### config.mk
export PLATFORM = sky130hd
export DESIGN_NAME = pio_cycle_engine
export DESIGN_NICKNAME = d
export VERILOG_FILES = /design/src/rtl/pio_cycle_pkg.sv /design/src/rtl/pio_timing_pick.sv /design/src/rtl/pio_cycle_fsm.sv /design/src/rtl/pio_bus_drive.sv /design/src/rtl/pio_cycle_engine.sv
export SDC_FILE = /design/constraint.sdc
export NUM_CORES = 1
export LEC_CHECK = 0
export ABC_AREA = 1
export BUFFER_PORTS_ARGS = -buffer_cell sky130_fd_sc_hd__buf_4
export CAP_MARGIN = 20
export CORE_MARGIN = 2
export CORE_UTILIZATION = 50
export DETAILED_ROUTE_END_ITERATION = 10
export PLACE_DENSITY = 0.76
export SYNTH_ARGS = -nofsm -noshare
export SYNTH_HDL_FRONTEND = slang
export SYNTH_SLANG_ARGS = --single-unit
### constraint.sdc
create_clock -name clk -period 9.5 [get_ports clk]
set_input_delay 0.95 -clock clk [delete_from_list [all_inputs] [get_ports clk]]
set_output_delay 0.95 -clock clk [all_outputs]
set_load 0.03 [all_outputs]
### src/rtl/pio_cycle_pkg.sv
package pio_cycle_pkg;

    typedef enum logic [1:0] {
        PH_IDLE    = 2'd0,
        PH_SETUP   = 2'd1,
        PH_ACTIVE  = 2'd2,
        PH_RECOVER = 2'd3
    } pio_phase_e;

    // Latched request attributes that shape the bus lines.
    typedef struct packed {
        logic       write;
        logic [2:0] dev_addr;
        logic       alt_cs;
    } pio_req_t;

    localparam int unsigned BUS_WORD_W = 5;

    // Data-bus hold after DIOW- rises, in clocks, per PIO mode.
    function automatic logic [1:0] wr_hold_clocks(input logic [2:0] mode);
        logic [1:0] h;
        case (mode)
            3'd0:       h = 2'd3;
            3'd1, 3'd2: h = 2'd2;
            default:    h = 2'd1;
        endcase
        return h;
    endfunction

    // Bus word {A2,A1,A0,CS1N,CS0N}: primary select clears CS0N, alternate clears CS1N.
    function automatic logic [BUS_WORD_W-1:0] bus_word(input pio_req_t r);
        return {r.dev_addr, ~r.alt_cs, r.alt_cs};
    endfunction

endpackage

### src/rtl/pio_timing_pick.sv
module pio_timing_pick #(
    parameter int unsigned CNT_W = 8
) (
    input  logic             regsel,
    input  logic [CNT_W-1:0] reg_active,
    input  logic [CNT_W-1:0] reg_cycle,
    input  logic [CNT_W-1:0] reg_recover,
    input  logic [CNT_W-1:0] dat_active,
    input  logic [CNT_W-1:0] dat_cycle,
    input  logic [CNT_W-1:0] dat_recover,
    output logic [CNT_W-1:0] sel_active,
    output logic [CNT_W-1:0] sel_cycle,
    output logic [CNT_W-1:0] sel_recover
);
    always_comb begin
        if (regsel) begin
            sel_active  = reg_active;
            sel_cycle   = reg_cycle;
            sel_recover = reg_recover;
        end else begin
            sel_active  = dat_active;
            sel_cycle   = dat_cycle;
            sel_recover = dat_recover;
        end
    end
endmodule

### src/rtl/pio_cycle_fsm.sv
module pio_cycle_fsm
    import pio_cycle_pkg::*;
#(
    parameter int unsigned CNT_W       = 8,
    parameter int unsigned IORDY_TICKS = 51
) (
    input  logic             clk,
    input  logic             rst,
    input  logic             req_i,
    input  logic [CNT_W-1:0] setup_i,
    input  logic [CNT_W-1:0] active_i,
    input  logic [CNT_W-1:0] cycle_i,
    input  logic [CNT_W-1:0] recover_i,
    input  logic [1:0]       hold_i,
    input  logic             iordy_en_i,
    input  logic             iordy_i,
    output pio_phase_e       phase_o,
    output logic             accept_o,
    output logic             strobe_end_o,
    output logic             hold_win_o,
    output logic             done_o,
    output logic             timeout_o
);
    localparam int unsigned EW = CNT_W + 1;
    localparam logic [EW-1:0] LIMIT = EW'(IORDY_TICKS);

    pio_phase_e       phase_q;
    logic [CNT_W-1:0] cnt_q;
    logic [CNT_W-1:0] setup_q, active_q, cycle_q, recover_q;
    logic [1:0]       hold_q;
    logic             chk_q;
    logic [EW-1:0]    wait_q;
    logic             to_q;

    function automatic logic [EW-1:0] at_least_one(input logic [CNT_W-1:0] v);
        return (v == '0) ? EW'(1) : {1'b0, v};
    endfunction

    logic [EW-1:0] tick, setup_len, active_len, cap_len, span, wlen, wait_next;
    logic          base_done, stalled, at_cap, leave, expire, rec_last;

    always_comb begin
        tick       = {1'b0, cnt_q} + EW'(1);
        setup_len  = at_least_one(setup_q);
        active_len = at_least_one(active_q);
        cap_len    = (active_len > LIMIT) ? active_len : LIMIT;
        base_done  = tick >= active_len;
        stalled    = chk_q && !iordy_i;
        at_cap     = tick >= cap_len;
        leave      = (phase_q == PH_ACTIVE) && base_done && (!stalled || at_cap);
        expire     = leave && stalled;
        span       = {1'b0, cycle_q} - tick;
        wlen       = (({1'b0, cycle_q} > tick) && (span > {1'b0, recover_q}))
                     ? span : {1'b0, recover_q};
        wait_next  = (wlen == '0) ? EW'(1) : wlen;
        rec_last   = tick >= wait_q;
    end

    always_ff @(posedge clk) begin
        if (rst) begin
            phase_q   <= PH_IDLE;
            cnt_q     <= '0;
            setup_q   <= '0;
            active_q  <= '0;
            cycle_q   <= '0;
            recover_q <= '0;
            hold_q    <= 2'd1;
            chk_q     <= 1'b0;
            wait_q    <= EW'(1);
            to_q      <= 1'b0;
        end else begin
            case (phase_q)
                PH_IDLE: begin
                    if (req_i) begin
                        setup_q   <= setup_i;
                        active_q  <= active_i;
                        cycle_q   <= cycle_i;
                        recover_q <= recover_i;
                        hold_q    <= hold_i;
                        chk_q     <= iordy_en_i;
                        to_q      <= 1'b0;
                        cnt_q     <= '0;
                        phase_q   <= PH_SETUP;
                    end
                end
                PH_SETUP: begin
                    if (tick >= setup_len) begin
                        cnt_q   <= '0;
                        phase_q <= PH_ACTIVE;
                    end else begin
                        cnt_q <= tick[CNT_W-1:0];
                    end
                end
                PH_ACTIVE: begin
                    if (leave) begin
                        cnt_q   <= '0;
                        wait_q  <= wait_next;
                        to_q    <= expire;
                        phase_q <= PH_RECOVER;
                    end else begin
                        cnt_q <= tick[CNT_W-1:0];
                    end
                end
                default: begin
                    if (rec_last) begin
                        cnt_q   <= '0;
                        phase_q <= PH_IDLE;
                    end else begin
                        cnt_q <= tick[CNT_W-1:0];
                    end
                end
            endcase
        end
    end

    assign phase_o      = phase_q;
    assign accept_o     = (phase_q == PH_IDLE) && req_i;
    assign strobe_end_o = leave;
    assign hold_win_o   = (phase_q == PH_RECOVER) &&
                          (cnt_q < {{(CNT_W-2){1'b0}}, hold_q});
    assign done_o       = (phase_q == PH_RECOVER) && rec_last;
    assign timeout_o    = to_q;
endmodule

### src/rtl/pio_bus_drive.sv
module pio_bus_drive
    import pio_cycle_pkg::*;
#(
    parameter int unsigned DATA_W = 16
) (
    input  pio_phase_e        phase,
    input  pio_req_t          req_q,
    input  logic [DATA_W-1:0] wdata_q,
    input  logic              hold_win,
    output logic              cs0_n,
    output logic              cs1_n,
    output logic [2:0]        da,
    output logic              dior_n,
    output logic              diow_n,
    output logic [DATA_W-1:0] dd_out,
    output logic              dd_oe
);
    logic [BUS_WORD_W-1:0] word;
    logic                  live, strobing;

    always_comb begin
        live     = (phase != PH_IDLE);
        strobing = (phase == PH_ACTIVE);
        word     = live ? bus_word(req_q) : {3'b000, 2'b11};
        cs0_n    = word[0];
        cs1_n    = word[1];
        da       = word[4:2];
        dior_n   = !(strobing && !req_q.write);
        diow_n   = !(strobing && req_q.write);
        dd_oe    = req_q.write && (strobing || hold_win);
        dd_out   = dd_oe ? wdata_q : '0;
    end
endmodule

### src/rtl/pio_cycle_engine.sv
module pio_cycle_engine
    import pio_cycle_pkg::*;
#(
    parameter int unsigned DATA_W    = 16,
    parameter int unsigned CNT_W     = 8,
    parameter int unsigned STRETCH_NS = 1250,
    parameter int unsigned SAMPLE_NS  = 35,
    parameter int unsigned TICK_NS    = 25
) (
    input  logic              clk,
    input  logic              rst,
    input  logic              req,
    input  logic              req_write,
    input  logic              req_reg,
    input  logic [2:0]        req_addr,
    input  logic              req_alt_cs,
    input  logic [DATA_W-1:0] req_wdata,
    input  logic [CNT_W-1:0]  cfg_setup,
    input  logic [CNT_W-1:0]  cfg_reg_active,
    input  logic [CNT_W-1:0]  cfg_reg_cycle,
    input  logic [CNT_W-1:0]  cfg_reg_recover,
    input  logic [CNT_W-1:0]  cfg_dat_active,
    input  logic [CNT_W-1:0]  cfg_dat_cycle,
    input  logic [CNT_W-1:0]  cfg_dat_recover,
    input  logic              cfg_iordy_en,
    input  logic [2:0]        cfg_pio_mode,
    output logic [1:0]        hold_clks,
    output logic              ata_cs0_n,
    output logic              ata_cs1_n,
    output logic [2:0]        ata_da,
    output logic              ata_dior_n,
    output logic              ata_diow_n,
    input  logic              ata_iordy,
    input  logic [DATA_W-1:0] ata_dd_in,
    output logic [DATA_W-1:0] ata_dd_out,
    output logic              ata_dd_oe,
    output logic [DATA_W-1:0] rd_data,
    output logic              done,
    output logic              busy,
    output logic              iordy_timeout
);
    localparam int unsigned IORDY_TICKS = (STRETCH_NS + SAMPLE_NS) / TICK_NS;

    logic [CNT_W-1:0] pick_active, pick_cycle, pick_recover;
    pio_phase_e       phase;
    logic             accept, strobe_end, hold_win;
    pio_req_t         req_q;
    logic [DATA_W-1:0] wdata_q;

    assign hold_clks = wr_hold_clocks(cfg_pio_mode);

    pio_timing_pick #(.CNT_W(CNT_W)) pick_i (
        .regsel      (req_reg),
        .reg_active  (cfg_reg_active),
        .reg_cycle   (cfg_reg_cycle),
        .reg_recover (cfg_reg_recover),
        .dat_active  (cfg_dat_active),
        .dat_cycle   (cfg_dat_cycle),
        .dat_recover (cfg_dat_recover),
        .sel_active  (pick_active),
        .sel_cycle   (pick_cycle),
        .sel_recover (pick_recover)
    );

    pio_cycle_fsm #(.CNT_W(CNT_W), .IORDY_TICKS(IORDY_TICKS)) fsm_i (
        .clk          (clk),
        .rst          (rst),
        .req_i        (req),
        .setup_i      (cfg_setup),
        .active_i     (pick_active),
        .cycle_i      (pick_cycle),
        .recover_i    (pick_recover),
        .hold_i       (hold_clks),
        .iordy_en_i   (cfg_iordy_en),
        .iordy_i      (ata_iordy),
        .phase_o      (phase),
        .accept_o     (accept),
        .strobe_end_o (strobe_end),
        .hold_win_o   (hold_win),
        .done_o       (done),
        .timeout_o    (iordy_timeout)
    );

    always_ff @(posedge clk) begin
        if (rst) begin
            req_q   <= '0;
            wdata_q <= '0;
            rd_data <= '0;
        end else begin
            if (accept) begin
                req_q.write    <= req_write;
                req_q.dev_addr <= req_addr;
                req_q.alt_cs   <= req_alt_cs;
                wdata_q        <= req_wdata;
            end
            if (strobe_end && !req_q.write)
                rd_data <= ata_dd_in;
        end
    end

    pio_bus_drive #(.DATA_W(DATA_W)) drive_i (
        .phase    (phase),
        .req_q    (req_q),
        .wdata_q  (wdata_q),
        .hold_win (hold_win),
        .cs0_n    (ata_cs0_n),
        .cs1_n    (ata_cs1_n),
        .da       (ata_da),
        .dior_n   (ata_dior_n),
        .diow_n   (ata_diow_n),
        .dd_out   (ata_dd_out),
        .dd_oe    (ata_dd_oe)
    );

    assign busy = (phase != PH_IDLE);
endmodule

==> qor.yml, run 1 <==
placement:
  dp_hpwl_microns: 10600
  dp.cells: 1071
  place_congestion: 0.943
  io_buffers: 146
global_route:
  antenna_found_initial: 0
  grt.overflow.total: 0
  grt_usage_pct: 23.4
  grt_pass1_vias: 5065
  grt_pass1_wl_microns: 24000
  grt_max_degree: 62
timing:
  rsz0062_at_grt: "false"
  fin_skew_ns: 0.00616
  drv_slew: 0
  hold_viol: 0
  setup_viol: 0
  whs_ns: 0.453
  setup_tns_ns: 0
  post-route-min-period_ns: 4.00
  relSlewSlack_pct: 45.3
  worst_pin_slew_ns: 0.818
  fmax_mhz: 250
  timing.final.crit_share_pct: 42.1
finish:
  finalNonFillerCells: 1086
  most-common-layout-cells: "nand2_1, buf_4, inv_1, dfxtp_1, a21oi_1"
  fill_cells: 1009
  final_common_cell: "nand2_1"
  diodes: 0
  areaGrowthSynthToFinish_pct: 25.6
  drive_gt1_share_pct: 19.2
  layout.nets: 1100
cts:
  cts_resized: 0
  cts_setup_buffers: 0
  cts_max_level: 3
  root_buffer: "clkbuf_16"
  clockBufferDepth: 2
  cts_tree: "done"
  insertion_delay_ns: 0.34
  cts_hold_buffers: 0
  clk_pin_slew_ns: 0.07
  cts.sinks: 92
  cts_buffers: 9
drt:
  firstDrtPassIters: 5
  drt-total-wl_microns: 14300
  top_layer_used: "met4"
  met2_length_microns: 6930
  drc_errors: 0
  vias: 5525
  route.met3.wl_microns: 587
  avgViaCountPerCell: 5.09
  postRouteAntennaNets: 0
  drt-initial-drc-count: 420
  wire_per_inst_microns: 13.1
  drt-met1-wl_microns: 6600
pwr:
  p_leak_nw: 3.56
  vdd_drop_max_uv: 154
  powerDensity_nw_per_um2: 269
die:
  die_y_microns: 111
  core_sq_um: 10900
  initial_core_util_pct: 51.9
  dieArea_sq_um: 12200
  die_x_microns: 111
  rows: 38
  ios: 147
synth:
  synth_top_family_by_area: "simple AND/OR/NAND/NOR gates"
  synth_cell_type_count: 42
  synth_edf_count: 0
  synth_seq_cells: 92
  syn_inst: 817
  synth_xor_xnor_area_share_pct: 1.70
  synthSimpleGateAreaFrac_pct: 25.3
  ys_warn_count: 0
  syn_area_sq_um: 5670
  synth_compound_area_share_pct: 16.5
  ys_seq_area_share_pct: 32.5
  synthAdderAreaFrac_pct: 12.5
  synth_ff_type: "dfxtp_1"
  synthTopCellsByArea: "dfxtp_1, ha_1, nand2_1"
  synth_top_area_share_pct: 32.5
  synth.mux.area_fraction_pct: 0
  synth_area_per_cell_sq_um: 6.94
  yosys.area.top_type: "dfxtp_1"
  async_reset_ff_share_pct: 0
  synth.net_count: 975
hold_path:
  hold-path-cell-count: 2
  hp-class: "reg -> reg"
critical_path:
  arrival_ns: 4.29
  critical_path_required_ns: 9.79
  rr_worst_depth: 24
  worst-path-max-fanout: 9
  worstSetupPathType: "reg -> reg"
  critPathLaunchType: "flip-flop"
  end_kind: "flip-flop"
flow_run:
  maxCapViolCount: 0
status:
  status: "finished, final reports clean"
-- synth_stat cells, types with 4 or more instances --
cell type  instances
a211oi_1           4
inv_1            126
nand4_1            7
nand2_1          170
clkbuf_1          29
nand3b_1           7
nand3_1           68
ha_1              55
dfxtp_1           92
nor2_1            56
xor2_1             8
o21ai_0           43
o211ai_1          26
a21oi_1           81
-- registers in the layout, summed over array words and instances, names as in the netlist --
signal and count:
fsm_i.cycle_q 8, fsm_i.timeout_o 1, wdata_q 16, fsm_i.phase_o 2, rd_data 16, fsm_i.cnt_q 8, fsm_i.hold_q 2, fsm_i.wait_q 9
fsm_i.active_q 8, req_q 5, fsm_i.setup_q 8, fsm_i.chk_q 1, fsm_i.recover_q 8
-- kinds of logic after synthesis --
| group | count (synthesis) |
|---|---|
| fa+ha+maj | 56 |
| buf+inv | 166 |
| flops | 92 |
| simple gates | 328 |
| xor+xnor | 11 |
| compound gates | 164 |
-- layout make-up --
class / instances / area [sq um] / share of cell area [%]
clock inverters: 6 / 93.8 / 1.32
well taps: 140 / 175 / 2.46
multi-input cells: 559 / 3180 / 44.6
repair buffers: 149 / 1120 / 15.7
clock buffers: 9 / 225 / 3.16
flip-flops and latches: 92 / 1840 / 25.8
inverters: 131 / 495 / 6.95
-- power breakdown --
| group | switching (mW) | internal, mW | leakage [nW] | total [mW] |
|---|---|---|---|---|
| Clock | 0.155 | 0.232 | 0.153 | 0.387 |
| Combinational | 0.626 | 0.386 | 2.65 | 1.01 |
| Sequential | 0.0487 | 0.469 | 0.755 | 0.518 |
-- worst max-delay path, stage by stage, from the launching register on --
cell and delay, ns:
dfxtp_1 0.48, ha_1 0.26, xor2_1 0.56, inv_1 0.10, ha_1 0.39, nand3b_1 0.11
nand2_1 0.10, a21oi_1 0.18, xor2_1 0.23, inv_1 0.07, ha_1 0.30, a21o_1 0.18
a21oi_1 0.12, nand2_1 0.06, nand2_1 0.09, nand2_4 0.09, nand2_4 0.11, nand2_1 0.07
nand2_1 0.07, nand2_1 0.06, nor2_1 0.10, nand2_1 0.06, nand2_1 0.05, nand2_1 0.04
nand2_1 0.06
-- routing by layer --
layer | global-route usage, % | vias up
li1 | - | 2918
met1 | 31.3 | 2482
met2 | 39.3 | 113
met3 | 4.45 | 12
met4 | 5.42 | 0
met5 | 0 | -
-- metrics by stage --
| stage | setup WS [ns] | power [mW] | instance area, sq um | utilization [%] |
|---|---|---|---|---|
| global placement | 5.71 | 1.51 | 6810 | 62.3 |
| detailed placement | 5.55 | 1.53 | 6810 | 62.3 |
| finish | 5.50 | 1.92 | 7130 | 65.2 |
| floorplan | 5.89 | 1.29 | 5670 | - |
| CTS | 5.50 | 1.92 | 7130 | 65.2 |
| global route | 5.09 | 2.10 | 7130 | 65.2 |
-- path summary, 6_finish.rpt --
path	startpoint	endpoint	slack, ns
min	wdata_q[14]	wdata_q[14]	0.45
max reg2reg	fsm_i.cnt_q[0]	fsm_i.wait_q[0]	5.50
min reg2reg	wdata_q[14]	wdata_q[14]	0.45
max	fsm_i.cnt_q[0]	fsm_i.wait_q[0]	5.50
Power figures use the tool's default switching activity.
==> run 2, diff against run 1 <==
--- a/config.mk
+++ b/config.mk
@@ -5,13 +5,13 @@
 export SDC_FILE = /design/constraint.sdc
 export NUM_CORES = 1
 export LEC_CHECK = 0
-export ABC_AREA = 1
+export ABC_AREA = 0
 export BUFFER_PORTS_ARGS = -buffer_cell sky130_fd_sc_hd__buf_4
 export CAP_MARGIN = 20
 export CORE_MARGIN = 2
-export CORE_UTILIZATION = 50
+export CORE_UTILIZATION = 48
 export DETAILED_ROUTE_END_ITERATION = 10
-export PLACE_DENSITY = 0.76
+export PLACE_DENSITY = 0.77
 export SYNTH_ARGS = -nofsm -noshare
 export SYNTH_HDL_FRONTEND = slang
 export SYNTH_SLANG_ARGS = --single-unit
==> constraint.sdc (replaced) <==
create_clock -name clk -period 3.45 [get_ports clk]
set_input_delay 0.345 -clock clk [delete_from_list [all_inputs] [get_ports clk]]
set_output_delay 0.345 -clock clk [all_outputs]
set_load 0.03 [all_outputs]
==> qor.yml, run 2 <==
drt:
  drc_errors: 0  # unchanged
  wire_per_inst_microns: 15.2  # +16%
  drt-total-wl_microns: 15000  # +5.0%
  avgViaCountPerCell: 5.41  # +6.3%
  firstDrtPassIters: 4  # -1
  postRouteAntennaNets: 0  # unchanged
  drt-met1-wl_microns: 6340  # -4.0%
  drt-initial-drc-count: 346  # -18%
  top_layer_used: "met4"
  route.met3.wl_microns: 698  # +19%
  met2_length_microns: 7640  # +10%
  vias: 5339  # -3.4%
cts:
  root_buffer: "clkbuf_16"
  cts.sinks: 92  # unchanged
  insertion_delay_ns: 0.35  # about the same
  clk_pin_slew_ns: 0.07  # about the same
  cts_max_level: 3  # unchanged
  cts_buffers: 9  # unchanged
  cts_tree: "done"
  cts_hold_buffers: 0  # unchanged
  clockBufferDepth: 2  # unchanged
timing:
  timing.final.crit_share_pct: 101  # +58 points
  fin_skew_ns: 0.00821  # +0.00205 ns
  hold_viol: 0  # unchanged
  drv_slew: 0  # unchanged
  fmax_mhz: 288  # +15%
  whs_ns: 0.231  # -0.222 ns
  worst_pin_slew_ns: 1.03  # +0.209 ns
  worst_slack_ns: -0.0184  # -5.52 ns
  setup_viol: 2  # +2
  relSlewSlack_pct: 31.4  # -14 points
  post-route-min-period_ns: 3.47  # -0.530 ns
  setup_tns_ns: -0.0202  # -0.0202 ns
  rsz0062_at_grt: "true"
finish:
  areaGrowthSynthToFinish_pct: 35.5
  fill_cells: 943  # -6.5%
  stdcell_area_sq_um: 7530  # +5.7%
  layout.nets: 997  # -9.4%
  top_regs: "rd_data x16, wdata_q x16, fsm_i.wait_q x9"
  drive_gt1_share_pct: 30.3  # +11 points
  final_common_cell: "buf_4"
  most-common-layout-cells: "buf_4, nand2_1, dfxtp_1, nor2_1, a21oi_1"
  diodes: 0  # unchanged
  multi_input_area_sq_um: 3660  # +15%
  seqCellArea_sq_um: 1850  # +0.61%
synth:
  synthTopCellsByArea: "dfxtp_1, ha_1, mux2i_1"
  synth_top_area_share_pct: 33.1  # +0.67 points
  synth.net_count: 839  # -14%
  async_reset_ff_share_pct: 0  # unchanged
  synth_cell_type_count: 62  # +48%
  synth_area_per_cell_sq_um: 8.16  # +18%
  yosysMostFrequentCell: "nand2_1"
  ys_warn_count: 0  # unchanged
  synth_ff_type: "dfxtp_1"
  synth_seq_cells: 92  # unchanged
  ys_seq_area_share_pct: 33.1  # +0.67 points
  syn_inst: 681  # -17%
  syn_area_sq_um: 5560  # -2.0%
  synthTopCellsByCount: "nand2_1, dfxtp_1, nor2_1, a21oi_1, ha_1"
  yosys.area.top_type: "dfxtp_1"
  synth_edf_count: 0  # unchanged
global_route:
  grt_usage_pct: 23.7  # +0.22 points
  grt_max_degree: 92  # +48%
  grt_pass1_vias: 5231  # +3.3%
  antenna_found_initial: 0  # unchanged
  grt.overflow.total: 0  # unchanged
  grt_pass1_wl_microns: 24500  # +2.0%
pwr:
  vdd_drop_max_uv: 284  # +85%
  powerDensity_nw_per_um2: 645  # +140%
  p_leak_nw: 3.25  # -8.7%
  power.total_mw: 4.86  # +150%
critical_path:
  cp_num_buf_inv: 3  # +1
  crit_chain: "buf_4 -> nand2_1 -> nor2_4 -> xor2_2 -> inv_1 -> ha_4 -> or4_4 -> o22ai_4 -> xnor2_2 -> ha_1 -> nand3_2 -> o21bai_1 -> a21oi_2 -> o21a_1 -> buf_6 -> mux2i_2 -> a211oi_1"
  r2r_slack_ns: -0.02  # -5.52 ns
  end_kind: "flip-flop"
  cp-startpoint: "fsm_i.cnt_q[0]"
  critPathLaunchType: "flip-flop"
  crit_cells: 17  # -29%
  r2r_start: "fsm_i.cnt_q[0]"
  worst-path-max-fanout: 7  # -2
  critical_path_required_ns: 3.64  # -6.15 ns
  crit_slowest_cell: "or4_4"
  arrival_ns: 3.66  # -0.63 ns
  critical_path.top_delay_family: "simple AND/OR/NAND/NOR gates"
  max_stage_delay_ns: 0.50  # -0.06 ns
  worstSetupPathType: "reg -> reg"
  rr_worst_depth: 17  # -29%
hold_path:
  hp-start: "ata_dd_in[7]"
  hold-path-cell-count: 3  # +1
  hp-class: "in -> reg"
placement:
  dp_hpwl_microns: 11200  # +5.2%
  dpl_cell_area_sq_um: 7020  # +3.2%
  io_buffers: 146  # unchanged
  place_congestion: 0.929  # -1.5%
  place_ws_ns: -0.273  # -5.82 ns
die:
  ios: 147  # unchanged
  rows: 39  # +2.6%
  die_y_microns: 112  # +0.99%
  initial_core_util_pct: 48.9  # -3.0 points
  dieArea_sq_um: 12500  # +2.0%
  core_sq_um: 11400  # +4.0%
  die_x_microns: 112  # +0.99%
status:
  status: "complete, but fails checks"
  violations: "setup timing"
flow_run:
  maxCapViolCount: 0  # unchanged
run 2: cell type report:
cell class	instances	share of cell area, %
flip-flops and latches	92	24.6
clock buffers	10	3.04
clock inverters	6	0.615
repair buffers	181	18.3
well taps	143	2.38
inverters	50	2.52
multi-input cells	505	48.5
run 2: tightest hold or removal path, delay by kind of cell:
kind / cells / cell delay [ns]
and+or+nand+nor: 1 / 0.07
buffers and inverters: 1 / 0.08
muxes: 1 / 0.05
run 2: path summary, 6_finish.rpt:
path                     endpoint
setup / recovery  fsm_i.wait_q[4]
hold / removal         rd_data[7]
setup reg to reg  fsm_i.wait_q[4]
hold reg to reg       wdata_q[13]
run 2: report_power, final:
part	leakage, nW	switching [mW]	internal, mW
registers	0.755	0.136	1.23
logic	2.36	1.40	1.15
clock network	0.138	0.441	0.496
total	3.25	1.98	2.88
run 2: kinds of logic after synthesis:
logic type                 share of synthesized area [%]
and+or+nand+nor                                     21.8
AOI/OAI and AO/OA                                   16.1
DFF                                                 33.1
buffers and inverters                               6.21
adders and majority gates                           12.7
muxes                                               8.28
xor gates and xnor gates                            1.73
run 2: metrics by stage:
step	std cells	utilization (%)
2_1_floorplan	681	-
3_3_place_gp	966	61.8
3_5_place_dp	966	61.8
4_1_cts	984	64.6
5_1_grt	987	66.2
6_report	987	66.2
run 2: what timing repair did:
action	CTS	global route
resized for setup	6	36
setup buffers	2	3
setup endpoints to repair	9	9
pin swaps	3	20
hold endpoints to repair	0	0
run 2: metal layers:
metal  up-vias  global-route usage, %
li1       2678                      -
met4         0                   9.47
met1      2510                   30.1
met5         -                      0
met2       126                   41.0
met3        25                   2.83
